**config.mk**
```make
export PLATFORM = sky130hd
export DESIGN_NAME = rtc_regbank
export DESIGN_NICKNAME = d
export VERILOG_FILES = /design/src/rtl/rtc_pkg.sv /design/src/rtl/rtc_tick_ctrl.sv /design/src/rtl/rtc_calendar_next.sv /design/src/rtl/rtc_regbank.sv
export SDC_FILE = /design/constraint.sdc
export NUM_CORES = 1
export LEC_CHECK = 0
export BUFFER_PORTS_ARGS = -buffer_cell sky130_fd_sc_hd__clkbuf_2
export CAP_MARGIN = 5
export CORE_AREA = 2 2 141 88
export CTS_BUF_LIST = sky130_fd_sc_hd__clkbuf_4 sky130_fd_sc_hd__clkbuf_8
export DETAILED_ROUTE_END_ITERATION = 16
export DIE_AREA = 0 0 143 90
export PLACE_DENSITY_LB_ADDON = 0.3
export SLEW_MARGIN = 5
export SYNTH_ARGS = -nofsm -noshare
export SYNTH_HDL_FRONTEND = slang
export SYNTH_SLANG_ARGS = --single-unit
```
**constraint.sdc**
```tcl
create_clock -name clk -period 4.44 [get_ports clk]
set_clock_uncertainty 0.2 [all_clocks]
set_input_delay 0.888 -clock clk [delete_from_list [all_inputs] [get_ports clk]]
set_output_delay 0.888 -clock clk [all_outputs]
set_load 0.1 [all_outputs]
```
**src/rtl/rtc_pkg.sv**
```systemverilog
package rtc_pkg;

  typedef struct packed {
    logic [6:0] sec;
    logic [6:0] min;
    logic [5:0] hr;
    logic [2:0] dow;
    logic [5:0] date;
    logic [4:0] mon;
    logic [7:0] yr;
    logic       cb;
  } rtc_time_t;

  localparam rtc_time_t TIME_RESET = '{
    sec: 7'h00, min: 7'h00, hr: 6'h00, dow: 3'd1,
    date: 6'h01, mon: 5'h01, yr: 8'h00, cb: 1'b0};

  // Two-digit BCD increment; units 9 carries into the tens digit.
  function automatic logic [7:0] bcd_inc(input logic [7:0] v);
    logic [7:0] r;
    if (v[3:0] >= 4'd9) r = {v[7:4] + 4'd1, 4'd0};
    else                r = {v[7:4], v[3:0] + 4'd1};
    return r;
  endfunction

  // Year divisible by four: (10t+u) mod 4 equals (2t+u) mod 4.
  function automatic logic is_leap(input logic [7:0] yr);
    logic [4:0] s;
    s = {yr[7:4], 1'b0} + {1'b0, yr[3:0]};
    return (s[1:0] == 2'b00);
  endfunction

  function automatic logic [5:0] last_day(input logic [4:0] mon, input logic [7:0] yr);
    logic [5:0] d;
    case (mon)
      5'h02:                      d = is_leap(yr) ? 6'h29 : 6'h28;
      5'h04, 5'h06, 5'h09, 5'h11: d = 6'h30;
      default:                    d = 6'h31;
    endcase
    return d;
  endfunction

endpackage

```
**src/rtl/rtc_tick_ctrl.sv**
```systemverilog
module rtc_tick_ctrl #(
  parameter int TICKS_PER_SEC = 8,
  parameter int HOLD_TICKS    = 2,
  parameter int PEND_W        = 2
) (
  input  logic clk,
  input  logic rst_n,
  input  logic tick,
  input  logic run,
  input  logic phase_clr,
  input  logic rd_hold,
  input  logic wr_busy,
  output logic apply,
  output logic hold_full
);
  localparam int SW = (TICKS_PER_SEC > 1) ? $clog2(TICKS_PER_SEC) : 1;
  localparam int HW = $clog2(HOLD_TICKS + 1);
  localparam logic [SW-1:0]     SUB_LAST  = SW'(TICKS_PER_SEC - 1);
  localparam logic [HW-1:0]     HOLD_LAST = HW'(HOLD_TICKS);
  localparam logic [PEND_W-1:0] PEND_MAX  = '1;

  logic [SW-1:0]     sub_q;
  logic [HW-1:0]     hold_q;
  logic [PEND_W-1:0] pend_q;
  logic              sec_due;

  assign sec_due   = tick && run && (sub_q == SUB_LAST);
  assign hold_full = (hold_q == HOLD_LAST);
  assign apply     = (pend_q != '0) && !wr_busy && (!rd_hold || hold_full);

  always_ff @(posedge clk or negedge rst_n) begin
    if (!rst_n) begin
      sub_q <= '0;
    end else if (phase_clr) begin
      sub_q <= '0;
    end else if (tick && run) begin
      sub_q <= sec_due ? '0 : sub_q + 1'b1;
    end
  end

  always_ff @(posedge clk or negedge rst_n) begin
    if (!rst_n) begin
      pend_q <= '0;
    end else if (phase_clr) begin
      pend_q <= '0;
    end else begin
      case ({sec_due, apply})
        2'b10:   if (pend_q != PEND_MAX) pend_q <= pend_q + 1'b1;
        2'b01:   pend_q <= pend_q - 1'b1;
        default: pend_q <= pend_q;
      endcase
    end
  end

  always_ff @(posedge clk or negedge rst_n) begin
    if (!rst_n) begin
      hold_q <= '0;
    end else if (phase_clr || apply || pend_q == '0) begin
      hold_q <= '0;
    end else if (rd_hold && tick && !hold_full) begin
      hold_q <= hold_q + 1'b1;
    end
  end

endmodule

```
**src/rtl/rtc_calendar_next.sv**
```systemverilog
module rtc_calendar_next
  import rtc_pkg::*;
(
  input  rtc_time_t cur,
  input  logic      ceb,
  output rtc_time_t nxt
);
  logic sec_wrap, min_wrap, hr_wrap, date_wrap, mon_wrap, yr_wrap;
  logic [7:0] sec_i, min_i, hr_i, date_i, mon_i, yr_i;

  assign sec_wrap  = cur.sec  >= 7'h59;
  assign min_wrap  = cur.min  >= 7'h59;
  assign hr_wrap   = cur.hr   >= 6'h23;
  assign date_wrap = cur.date >= last_day(cur.mon, cur.yr);
  assign mon_wrap  = cur.mon  >= 5'h12;
  assign yr_wrap   = cur.yr   >= 8'h99;

  assign sec_i  = bcd_inc({1'b0, cur.sec});
  assign min_i  = bcd_inc({1'b0, cur.min});
  assign hr_i   = bcd_inc({2'b00, cur.hr});
  assign date_i = bcd_inc({2'b00, cur.date});
  assign mon_i  = bcd_inc({3'b000, cur.mon});
  assign yr_i   = bcd_inc(cur.yr);

  always_comb begin
    nxt     = cur;
    nxt.sec = sec_wrap ? 7'h00 : sec_i[6:0];
    if (sec_wrap) begin
      nxt.min = min_wrap ? 7'h00 : min_i[6:0];
      if (min_wrap) begin
        nxt.hr = hr_wrap ? 6'h00 : hr_i[5:0];
        if (hr_wrap) begin
          nxt.dow  = (cur.dow >= 3'd7) ? 3'd1 : cur.dow + 3'd1;
          nxt.date = date_wrap ? 6'h01 : date_i[5:0];
          if (date_wrap) begin
            nxt.mon = mon_wrap ? 5'h01 : mon_i[4:0];
            if (mon_wrap) begin
              nxt.yr = yr_wrap ? 8'h00 : yr_i;
              if (yr_wrap && ceb) nxt.cb = ~cur.cb;
            end
          end
        end
      end
    end
  end

endmodule

```
**src/rtl/rtc_regbank.sv**
```systemverilog
module rtc_regbank
  import rtc_pkg::*;
#(
  parameter int TICKS_PER_SEC = 8,
  parameter int HOLD_TICKS    = 2
) (
  input  logic       clk,
  input  logic       rst_n,
  input  logic       tick,
  input  logic [2:0] host_addr,
  input  logic [7:0] host_wdata,
  input  logic       host_wr,
  input  logic       host_rd,
  output logic [7:0] host_rdata,
  output logic       osc_en,
  output logic       kick
);
  localparam logic [2:0] A_SEC  = 3'd0;
  localparam logic [2:0] A_MIN  = 3'd1;
  localparam logic [2:0] A_HR   = 3'd2;
  localparam logic [2:0] A_DOW  = 3'd3;
  localparam logic [2:0] A_DATE = 3'd4;
  localparam logic [2:0] A_MON  = 3'd5;
  localparam logic [2:0] A_YR   = 3'd6;
  localparam logic [2:0] A_CTRL = 3'd7;

  rtc_time_t  time_q, time_nxt;
  logic       ceb_q, stop_q, kick_q;
  logic [7:0] ctrl_q;
  logic       rd_hold, apply, hold_full, sec_wr;

  assign rd_hold = host_rd && (host_addr != A_CTRL);
  assign sec_wr  = host_wr && (host_addr == A_SEC);

  rtc_tick_ctrl #(
    .TICKS_PER_SEC(TICKS_PER_SEC),
    .HOLD_TICKS   (HOLD_TICKS),
    .PEND_W       (2)
  ) u_tick (
    .clk      (clk),
    .rst_n    (rst_n),
    .tick     (tick),
    .run      (!stop_q),
    .phase_clr(sec_wr),
    .rd_hold  (rd_hold),
    .wr_busy  (host_wr),
    .apply    (apply),
    .hold_full(hold_full)
  );

  rtc_calendar_next u_next (
    .cur(time_q),
    .ceb(ceb_q),
    .nxt(time_nxt)
  );

  always_ff @(posedge clk or negedge rst_n) begin
    if (!rst_n) begin
      time_q <= TIME_RESET;
      ceb_q  <= 1'b0;
      stop_q <= 1'b0;
      ctrl_q <= 8'h00;
      kick_q <= 1'b0;
    end else begin
      kick_q <= sec_wr && stop_q && !host_wdata[7];
      if (apply) time_q <= time_nxt;
      if (host_wr) begin
        case (host_addr)
          A_SEC:  begin stop_q <= host_wdata[7]; time_q.sec <= host_wdata[6:0]; end
          A_MIN:  time_q.min <= host_wdata[6:0];
          A_HR:   begin
                    ceb_q     <= host_wdata[7];
                    time_q.cb <= host_wdata[6];
                    time_q.hr <= host_wdata[5:0];
                  end
          A_DOW:  time_q.dow  <= host_wdata[2:0];
          A_DATE: time_q.date <= host_wdata[5:0];
          A_MON:  time_q.mon  <= host_wdata[4:0];
          A_YR:   time_q.yr   <= host_wdata;
          default: ctrl_q <= host_wdata;
        endcase
      end
    end
  end

  always_comb begin
    case (host_addr)
      A_SEC:   host_rdata = {stop_q, time_q.sec};
      A_MIN:   host_rdata = {1'b0, time_q.min};
      A_HR:    host_rdata = {ceb_q, time_q.cb, time_q.hr};
      A_DOW:   host_rdata = {5'b0, time_q.dow};
      A_DATE:  host_rdata = {2'b0, time_q.date};
      A_MON:   host_rdata = {3'b0, time_q.mon};
      A_YR:    host_rdata = time_q.yr;
      default: host_rdata = ctrl_q;
    endcase
  end

  assign osc_en = !stop_q;
  assign kick   = kick_q;

endmodule

```
==> run_results.csv, run 1 <==
group,metric,value,unit
run_status,status,"finished clean",
clock_network,clk-insertion-delay-late,0.36,ns
routing,routed_via_density,5.92,
clock_network,hold_buffers,0,
sta,tns,0,ns
power,p_total,2.08,mW
sta,slew_viol_final,0,
synthesis,ys_seq_area_share,34.4,%
worst_setup_path,required,4.54,ns
synthesis,synthCells,514,
clock_network,clock-sinks,61,
synthesis,synth_ff_type,"dfrtp_1",
placement,port_buffers,25,
min_path,holdPathStages,1,
clock_network,cts_tree,"built",
die,die_x,143,um
sta,setup_ws,0.411,ns
worst_setup_path,crit_slowest_cell,"or4b_2",
synthesis,synthesis.yosys.warnings,0,
synthesis,synth_seq_cells,61,
die,die_h,90,um
synthesis,async_flop_share,100,%
power,powerDensity,420,nW/um^2
worst_setup_path,ff2ff_setup_slack,0.41,ns
synthesis,netlist_area,4450,um^2
global_route,grt-ovfl-total,0,
finish,antenna_cells,0,
placement,dp_slack,0.476,ns
synthesis,syn_area_per_cell,8.65,um^2
worst_setup_path,path_delay_family,"simple AND/OR/NAND/NOR gates",
routing,via_count,4175,
global_route,grt_pass1_wl,21300,um
die,initial_core_util,38.1,%
worst_setup_path,critPathKind,"reg2reg",
finish,fill_cells,1173,
power,leakagePower,2.11,nW
clock_network,cts_buffers,9,
min_path,holdCritPathClass,"reg2reg",
finish,multi_input_area,2690,um^2
synthesis,yosysUniqueCellTypes,66,
worst_setup_path,critPathCaptureType,"flop",
routing,avgRoutedWirePerCell,19.4,um
die,io_pins,26,
global_route,grt_max_degree,35,
sta,rsz0062_at_grt,"no",
clock_network,cts_root_buf,"clkbuf_8",
min_path,hold_start,"ctrl_q[3]$_DFFE_PN0P_",
worst_setup_path,reg2regPathDepth,11,
global_route,track_usage,21.6,%
sta,max_slew_margin,28.3,%
sta,layout_min_cycle_time,4.03,ns
placement,place_congestion,0.934,
sta,hold_violations,0,
finish,final_core_util,42.5,%
worst_setup_path,r2r-start,"time_q[10]$_DFF_PN0_",
worst_setup_path,cpPeakStageDelay,0.67,ns
power,max-vdd-ir-drop,0.182,mV
global_route,antenna_found_initial,0,
run,cap_violations,0,
routing,drt-pass1-iter-count,5,
synthesis,synth_edf_count,0,
worst_setup_path,crit_path_cell_trace,"ha_1 > nor4b_1 > inv_1 > o32ai_1 > ha_1 > or4b_2 > a211o_1 > or2_2 > nor2_1 > a32oi_1 > nand2_1",
die,num_rows,31,
placement,hpwl,10100,um
worst_setup_path,crit_path_start_kind,"flop",
routing,drt_wl_total,13700,um
clock_network,clk_pin_slew,0.08,ns
worst_setup_path,worst-path-max-fanout,8,
sta,max_freq,248,MHz
routing,drt_iter0_drc,430,
sta,fin_hold_ws,0.313,ns
worst_setup_path,path_common_cell,"ha_1",
die,fp.dieArea,12900,um^2
worst_setup_path,critPathBufInv,1,
sta,setup-violations-final,0,
finish,num-nets-final,587,
finish,area_delta_synth_final,11.6,%
synthesis,synth_nets,565,
clock_network,htreeDepth,3,
sta,post-route-period-util,90.7,%
die,fp.coreArea,11700,um^2
clock_network,cts_resized,0,
clock_network,cts.path.max_buffers,2,
finish,regArea,1530,um^2
clock_network,postCtsSetupRepairBufs,0,
worst_setup_path,critPathArrivalTime,4.13,ns
sta,worst_pin_slew,1.07,ns
worst_setup_path,reg2reg_to,"time_q[16]$_DFF_PN0_",
finish,drive_gt1_share,14.6,%
routing,drc,0,
routing,antenna_left,0,
global_route,first_global_vias,3813,
min_path,holdPathEnd,"ctrl_q[3]$_DFFE_PN0P_",
cells in the mapped netlist, drive strengths merged (7+ instances only):
master	count	area (um^2)
nor2	38	150
ha	35	438
a211oi	9	77.6
dfrtp	58	1450
nor3	11	55.1
nand3	18	103
nor2b	7	43.8
a21oi	28	140
nand2	62	233
buf	11	61.3
clkbuf	13	48.8
o31ai	8	65.1
mux2	13	146
o21ai	42	210
inv	31	116
a31oi	14	87.6
power breakdown:
group / internal (mW) / switching (mW)
Combinational: 0.247 / 0.425
Sequential: 0.672 / 0.178
Clock: 0.325 / 0.236
Total: 1.24 / 0.840
state kept, by name, indices dropped and copies added, names as in the netlist:
register	cells
time_q	43
ctrl_q	8
u_tick.sub_q	3
u_tick.hold_q	2
u_tick.pend_q	2
ceb_q	1
kick	1
stop_q	1
logic make-up (layout without fill, tap and decap cells):
logic type	after synthesis	count (layout)	synth area share, %
flops	61	61	34.4
fa+ha+maj	35	35	9.85
mux	18	18	4.42
buf+inv	55	81	5.09
compound gates	160	160	24.4
simple gates	177	177	20.2
xor+xnor	8	8	1.58
metal layers:
| layer | global-route usage, % | share of wire (%) | vias to the layer above |
|---|---|---|---|
| met3 | 6.50 | 8.9 | 13 |
| met2 | 28.4 | 39 | 192 |
| met5 | 0 | 0 | - |
| li1 | - | - | 1942 |
| met4 | 4.95 | 1.1 | 0 |
| met1 | 33.8 | 51 | 2028 |
layout by cell type (no fill, tap or decap), drive strengths merged, types with 6 or more instances in the layout:
cell type,synthesis,final
nor4,6,6
nor2,38,38
a22oi,6,6
buf,11,10
o21ai,42,42
and3,6,6
clkbuf,13,35
inv,31,31
a31oi,14,14
o31ai,8,8
a21oi,28,28
nor2b,7,7
a211oi,9,9
mux2,13,13
nand2,62,62
nand3,18,18
dfrtp,58,58
ha,35,35
nor3,11,11
stage by stage:
stage | instances | cell area [um^2]
detailed placement | 690 | 4750
finish | 705 | 4960
global placement | 690 | 4750
CTS | 705 | 4960
floorplan | 514 | 4450
global route | 705 | 4960
worst max-delay path by stage:
stage,endpoint,from,depth (start not counted)
floorplan,host_rdata[4],host_addr[1],7
global placement,time_q[16]$_DFF_PN0_,time_q[10]$_DFF_PN0_,11
detailed placement,time_q[16]$_DFF_PN0_,time_q[10]$_DFF_PN0_,11
CTS,time_q[16]$_DFF_PN0_,time_q[10]$_DFF_PN0_,11
global route,time_q[16]$_DFF_PN0_,time_q[10]$_DFF_PN0_,11
finish,time_q[16]$_DFF_PN0_,time_q[10]$_DFF_PN0_,11
layout make-up:
type | count | area share [%]
Clock buffer | 10 | 2.77
Clock inverter | 5 | 1.51
Inverter | 31 | 2.35
Multi-Input combinational cell | 398 | 54.3
Sequential cell | 61 | 30.9
Tap cell | 165 | 4.16
Timing Repair Buffer | 35 | 4.04
(Power assumes the default switching activity.)
==> run 2: changes to the inputs <==
- ABC_AREA: unset -> 1
==> run 2 against run 1 <==
  * Worst setup slack improved by 0.43 ns
  * First-iteration DRC count fell by 3.5%
  * Fmax rose by 12%
  * Core utilization fell by 0.45 points
  * Highest routed layer unchanged
==> run_results.csv, run 2 <==
group,metric,value,unit
die,die_h,90,um
power,clkPwrFrac,17.6,%
global_route,antenna_found_initial,0,
clock_network,postCtsSetupRepairBufs,0,
finish,final_core_util,42.0,%
clock_network,cts_resized,0,
power,p_switching,1.22,mW
worst_setup_path,ff2ff_setup_slack,1.24,ns
placement,dp_slack,0.875,ns
finish,antenna_cells,0,
placement,port_buffers,25,
synthesis,ys_seq_area_share,34.6,%
power,pwr-share-seq,37.9,%
die,fp.coreArea,11700,um^2
min_path,holdPathEnd,"ctrl_q[1]$_DFFE_PN0P_",
power,swShare,48.3,%
worst_setup_path,required,3.35,ns
clock_network,cts_buffers,9,
finish,largest_reg_flops,43,
synthesis,synth_seq_cells,61,
clock_network,clk-insertion-delay-late,0.35,ns
worst_setup_path,critPathArrivalTime,2.51,ns
sta,setup-violations-final,0,
synthesis,syn_area_per_cell,7.27,um^2
clock_network,cts_tree,"built",
sta,setup_ws,0.840,ns
sta,post-route-period-util,81.1,%
die,fp.dieArea,12900,um^2
min_path,hold_start,"ctrl_q[1]$_DFFE_PN0P_",
finish,most-common-layout-cells,"nand2_1 (122), inv_1 (102), dfrtp_1 (58), nand3_1 (54), nor2_1 (51)",
placement,place_congestion,0.938,
finish,num-nets-final,693,
worst_setup_path,reg2reg_to,"time_q[4]$_DFF_PN0_",
finish,reg_top3,"time_q: 43 flops, ctrl_q: 8 flops, u_tick.sub_q: 3 flops",
sta,tns,0,ns
die,io_pins,26,
sta,fin_hold_ws,0.297,ns
synthesis,yosys-top-cells-count,"nand2_1 (122), inv_1 (102), dfrtp_1 (58), nand3_1 (54), nor2_1 (51)",
power,power.share.combinational,44.5,%
power,internal_power,1.30,mW
synthesis,netlist_top_cells_area,"dfrtp_1 (33%), nand2_1 (10%), ha_1 (9.9%), inv_1 (8.7%), nand3_1 (6.1%)",
worst_setup_path,crit_path_start_kind,"input port",
run,cap_violations,0,
finish,largest_register,"time_q",
power,p_total,2.52,mW
global_route,grt-ovfl-total,0,
finish,final_common_cell,"nand2_1",
sta,max_freq,278,MHz
sta,max_slew_margin,22.3,%
synthesis,synth_edf_count,0,
routing,drt-pass1-iter-count,5,
synthesis,async_flop_share,100,%
global_route,grt_pass1_wl,21100,um
synthesis,synth_top_area_cell,"dfrtp_1",
synthesis,synth_nets,659,
global_route,grt_max_degree,43,
die,num_rows,31,
min_path,holdCritPathClass,"reg2reg",
sta,layout_min_cycle_time,3.60,ns
routing,via_count,4293,
synthesis,synthesis.yosys.warnings,0,
power,powerDensity,513,nW/um^2
power,max-vdd-ir-drop,0.225,mV
worst_setup_path,reg2regPathDepth,19,
sta,slew_viol_final,0,
min_path,holdPathStages,2,
routing,routed_via_density,5.29,
synthesis,synthCells,608,
worst_setup_path,critPathKind,"in2out",
worst_setup_path,worst-path-max-fanout,7,
routing,drt_wl_total,13300,um
finish,drive_gt1_share,10.5,%
worst_setup_path,crit_path_cell_trace,"clkbuf_2 > inv_1 > nor3_1 > inv_1 > o22ai_1 > a21oi_1 > o2111ai_1 > clkbuf_2",
clock_network,clock-sinks,61,
routing,antenna_left,0,
sta,hold_violations,0,
routing,drc,0,
sta,rsz0062_at_grt,"no",
run_status,status,"finished clean",
global_route,track_usage,21.4,%
power,leakagePower,2.53,nW
clock_network,hold_buffers,0,
routing,drt_iter0_drc,415,
finish,area_delta_synth_final,11.0,%
worst_setup_path,critPathCaptureType,"output port",
synthesis,yosysUniqueCellTypes,41,
synthesis,synth_most_common_cell,"nand2_1",
worst_setup_path,crit_slowest_cell,"clkbuf_2",
clock_network,htreeDepth,3,
clock_network,cts.path.max_buffers,2,
clock_network,cts_root_buf,"clkbuf_8",
placement,hpwl,10100,um
die,initial_core_util,37.9,%
sta,worst_pin_slew,1.17,ns
synthesis,synth.top_cell.area_share,32.8,%
die,die_x,143,um
clock_network,clk_pin_slew,0.06,ns
routing,avgRoutedWirePerCell,16.4,um
worst_setup_path,cpPeakStageDelay,0.52,ns
global_route,first_global_vias,4033,
synthesis,synth_ff_type,"dfrtp_1",
worst_setup_path,r2r-start,"time_q[10]$_DFF_PN0_",
synthesis,netlist_area,4420,um^2
==> run 2: logic make-up after synthesis <==
logic type,after synthesis,synth area share [%]
AND/OR/NAND/NOR,264,27.1
adder cells (fa/ha/maj),35,9.91
AO/OA/AOI/OAI,124,16.2
XOR/XNOR,9,1.78
buffers and inverters,115,10.4
flip-flops,61,34.6
==> run 2: final cells by class <==
| type | instances | area (um^2) |
|---|---|---|
| flip-flops and latches | 61 | 1530 |
| clock inverters | 6 | 40.0 |
| inverters | 111 | 429 |
| fillers | 1197 | 6770 |
| repair buffers | 27 | 140 |
| clock buffers | 10 | 131 |
| multi-input cells | 432 | 2430 |
| well taps | 165 | 206 |
==> run 2: critical path: cells and delay by family <==
family	cells	cell delay, ns
AO/OA/AOI/OAI	3	0.40
AND/OR/NAND/NOR	1	0.29
buffers and inverters	4	0.92
==> run 2: power by group through the flow <==
stage	Sequential, mW	Clock (mW)	Combinational (mW)
floorplan	0.886	0	0.865
global placement	0.954	0	1.07
detailed placement	0.955	0	1.10
CTS	0.946	0.457	1.11
global route	0.981	0.478	1.26
finish	0.955	0.443	1.12
==> run 2: routing by layer <==
metal	GRT usage [%]	vias up	part of all wire (%)
met5	0	-	0
met3	4.64	22	8.7
met1	33.0	2030	49
met2	29.4	162	40
li1	-	2079	-
met4	6.68	0	2.0
==> run 2: how the worst max path moves through the flow <==
stage / from / end / slack, ns / depth (start not counted)
6_report: host_addr[1] / host_rdata[5] / 0.84 / 8
5_1_grt: host_addr[1] / host_rdata[5] / 0.68 / 8
4_1_cts: host_addr[1] / host_rdata[5] / 0.86 / 8
3_5_place_dp: host_addr[1] / host_rdata[5] / 0.88 / 8
3_3_place_gp: host_addr[2] / host_rdata[5] / 0.91 / 6
2_1_floorplan: host_addr[2] / host_rdata[5] / 0.46 / 4
==> run 2: metrics by stage <==
step,cells,instance area (um^2)
2_1_floorplan,608,4420
3_3_place_gp,796,4740
3_5_place_dp,796,4740
4_1_cts,812,4910
5_1_grt,812,4910
6_report,812,4910
==> run 3: changes to the inputs <==
- ABC_AREA: 1 -> 0
- clock period: 4.44 -> 3.6 ns (I/O delays scaled with it)
==> run 3 against run 2 <==
  * First-iteration DRC count grew 3.4%
  * Core utilization rose by 3.4 points
  * Critical path depth grew 5
  * Final cell count decreased by 11%
  * Critical path type is now reg2reg
  * Critical endpoint is now time_q[16]$_DFF_PN0_
  * Highest routed layer unchanged
==> run_results.csv, run 3 (same netlist as run 1, synthesis figures left out) <==
group,metric,value,unit
routing,antenna_left,0,
min_path,holdCritPathClass,"in2async",
finish,final_core_util,45.5,%
clock_network,cts_tree,"built",
worst_setup_path,cpPeakStageDelay,0.54,ns
worst_setup_path,ff2ff_setup_slack,0.20,ns
routing,drt_wl_total,14300,um
clock_network,cts_root_buf,"clkbuf_8",
die,die_x,143,um
power,power.share.combinational,35.1,%
power,swShare,39.4,%
placement,port_buffers,25,
global_route,antenna_found_initial,0,
global_route,track_usage,22.8,%
routing,drt-pass1-iter-count,5,
die,io_pins,26,
worst_setup_path,crit_slowest_cell,"or4b_4",
die,fp.dieArea,12900,um^2
finish,num-nets-final,607,
routing,routed_via_density,5.89,
finish,area_delta_synth_final,19.4,%
clock_network,cts.path.max_buffers,2,
sta,rsz0062_at_grt,"no",
routing,drt_iter0_drc,429,
worst_setup_path,worst-path-max-fanout,5,
die,fp.coreArea,11700,um^2
finish,regArea,1530,um^2
sta,slew_viol_final,0,
finish,largest_register,"time_q",
power,clkPwrFrac,28.1,%
worst_setup_path,critPathCaptureType,"flop",
run_status,status,"finished clean",
power,powerDensity,521,nW/um^2
finish,reg_top3,"time_q: 43 flops, ctrl_q: 8 flops, u_tick.sub_q: 3 flops",
finish,multi_input_area,2750,um^2
finish,stdcell_count,726,
routing,drc,0,
clock_network,clock-sinks,61,
global_route,grt_pass1_wl,22300,um
sta,tns,0,ns
sta,max_slew_margin,46.5,%
worst_setup_path,crit_path_cell_trace,"inv_1 > ha_1 > buf_4 > a21oi_1 > nor3_1 > o32ai_2 > ha_1 > or4b_4 > a211o_4 > or2_2 > nor2_2 > a32oi_1 > nand2_1",
sta,post-route-period-util,94.3,%
sta,hold_violations,0,
routing,avgRoutedWirePerCell,19.7,um
placement,dp.cells,710,
power,leakagePower,2.26,nW
power,internal_power,1.67,mW
sta,setup-violations-final,0,
sta,layout_min_cycle_time,3.40,ns
power,pwr-share-seq,36.9,%
placement,place_congestion,0.928,
worst_setup_path,critPathArrivalTime,3.49,ns
placement,hpwl,10600,um
worst_setup_path,required,3.70,ns
sta,worst_pin_slew,0.795,ns
clock_network,clk-insertion-delay-late,0.36,ns
worst_setup_path,critPathKind,"reg2reg",
die,initial_core_util,38.1,%
global_route,first_global_vias,3939,
power,p_switching,1.09,mW
finish,fill_cells,1125,
finish,most-common-layout-cells,"nand2_1 (61), dfrtp_1 (58), nor2_1 (35), ha_1 (35), o21ai_0 (34)",
power,max-vdd-ir-drop,0.392,mV
run,cap_violations,0,
finish,final_common_cell,"nand2_1",
clock_network,clk_pin_slew,0.08,ns
worst_setup_path,path_common_cell,"ha_1",
routing,via_count,4277,
clock_network,postCtsSetupRepairBufs,0,
finish,antenna_cells,0,
die,num_rows,31,
global_route,grt-ovfl-total,0,
global_route,grt_max_degree,25,
finish,drive_gt1_share,19.4,%
clock_network,htreeDepth,3,
finish,largest_reg_flops,43,
worst_setup_path,crit_path_start_kind,"flop",
sta,max_freq,295,MHz
clock_network,cts_buffers,9,
die,die_h,90,um
## run 3: stage by stage
stage	area [um^2]	setup WS [ns]	hold WS, ns	power [mW]
6_report	5310	0.204	0.130	2.76
4_1_cts	5270	0.0686	0.152	2.74
5_1_grt	5310	0.101	0.162	2.93
3_5_place_dp	5010	-0.0629	0.294	1.96
2_1_floorplan	4460	0.125	0.224	1.61
3_3_place_gp	5010	0.0818	0.285	1.93
## run 3: final timing paths
| check | start | to | cells after the start |
|---|---|---|---|
| max in group asynchronous | rst_n | time_q[9]$_DFF_PN1_ | 2 |
| max reg2reg | time_q[9]$_DFF_PN1_ | time_q[16]$_DFF_PN0_ | 13 |
| min in group clk | ctrl_q[5]$_DFFE_PN0P_ | ctrl_q[5]$_DFFE_PN0P_ | 1 |
| min | rst_n | time_q[33]$_DFF_PN0_ | 1 |
| max | time_q[9]$_DFF_PN1_ | time_q[16]$_DFF_PN0_ | 13 |
| min reg2reg | ctrl_q[5]$_DFFE_PN0P_ | ctrl_q[5]$_DFFE_PN0P_ | 1 |
## run 3: timing repair
item / in CTS / in global routing
hold buffers: 0 / 0
pin swaps: 0 / 1
endpoints found under the hold margin: 0 / 0
resized for setup: 1 / 8
endpoints found under the setup margin: 5 / 14
## run 3: power by group through the flow
stage / Sequential (mW) / Clock (mW) / Combinational (mW)
6_report: 1.02 / 0.776 / 0.969
5_1_grt: 1.04 / 0.822 / 1.07
4_1_cts: 1.01 / 0.789 / 0.945
3_5_place_dp: 1.02 / 0 / 0.940
3_3_place_gp: 1.01 / 0 / 0.916
2_1_floorplan: 0.958 / 0 / 0.650
## run 3: layout make-up
type | count | share of cell area [%]
multi-input combinational | 398 | 51.8
tap | 165 | 3.89
inverter | 31 | 2.19
clock inverter | 7 | 2.33
timing repair buffer | 55 | 8.58
sequential | 61 | 28.8
clock buffer | 9 | 2.33
## run 3: per-layer routing
metal  share of wire (%)  wire length (um)  global-route usage [%]
met3                  11              1530                    6.66
met2                  38              5500                    29.0
met4                 1.4               204                    5.78
met1                  49              7060                    36.6
met5                   0                 0                       0
## run 3: worst max-delay path: cells and delay by family, from the launching register on
kind	cells	cell delay [ns]
AO/OA/AOI/OAI	4	0.75
adder cells (fa/ha/maj)	2	0.48
flip-flops	1	0.53
AND/OR/NAND/NOR	5	1.18
buffers and inverters	2	0.20
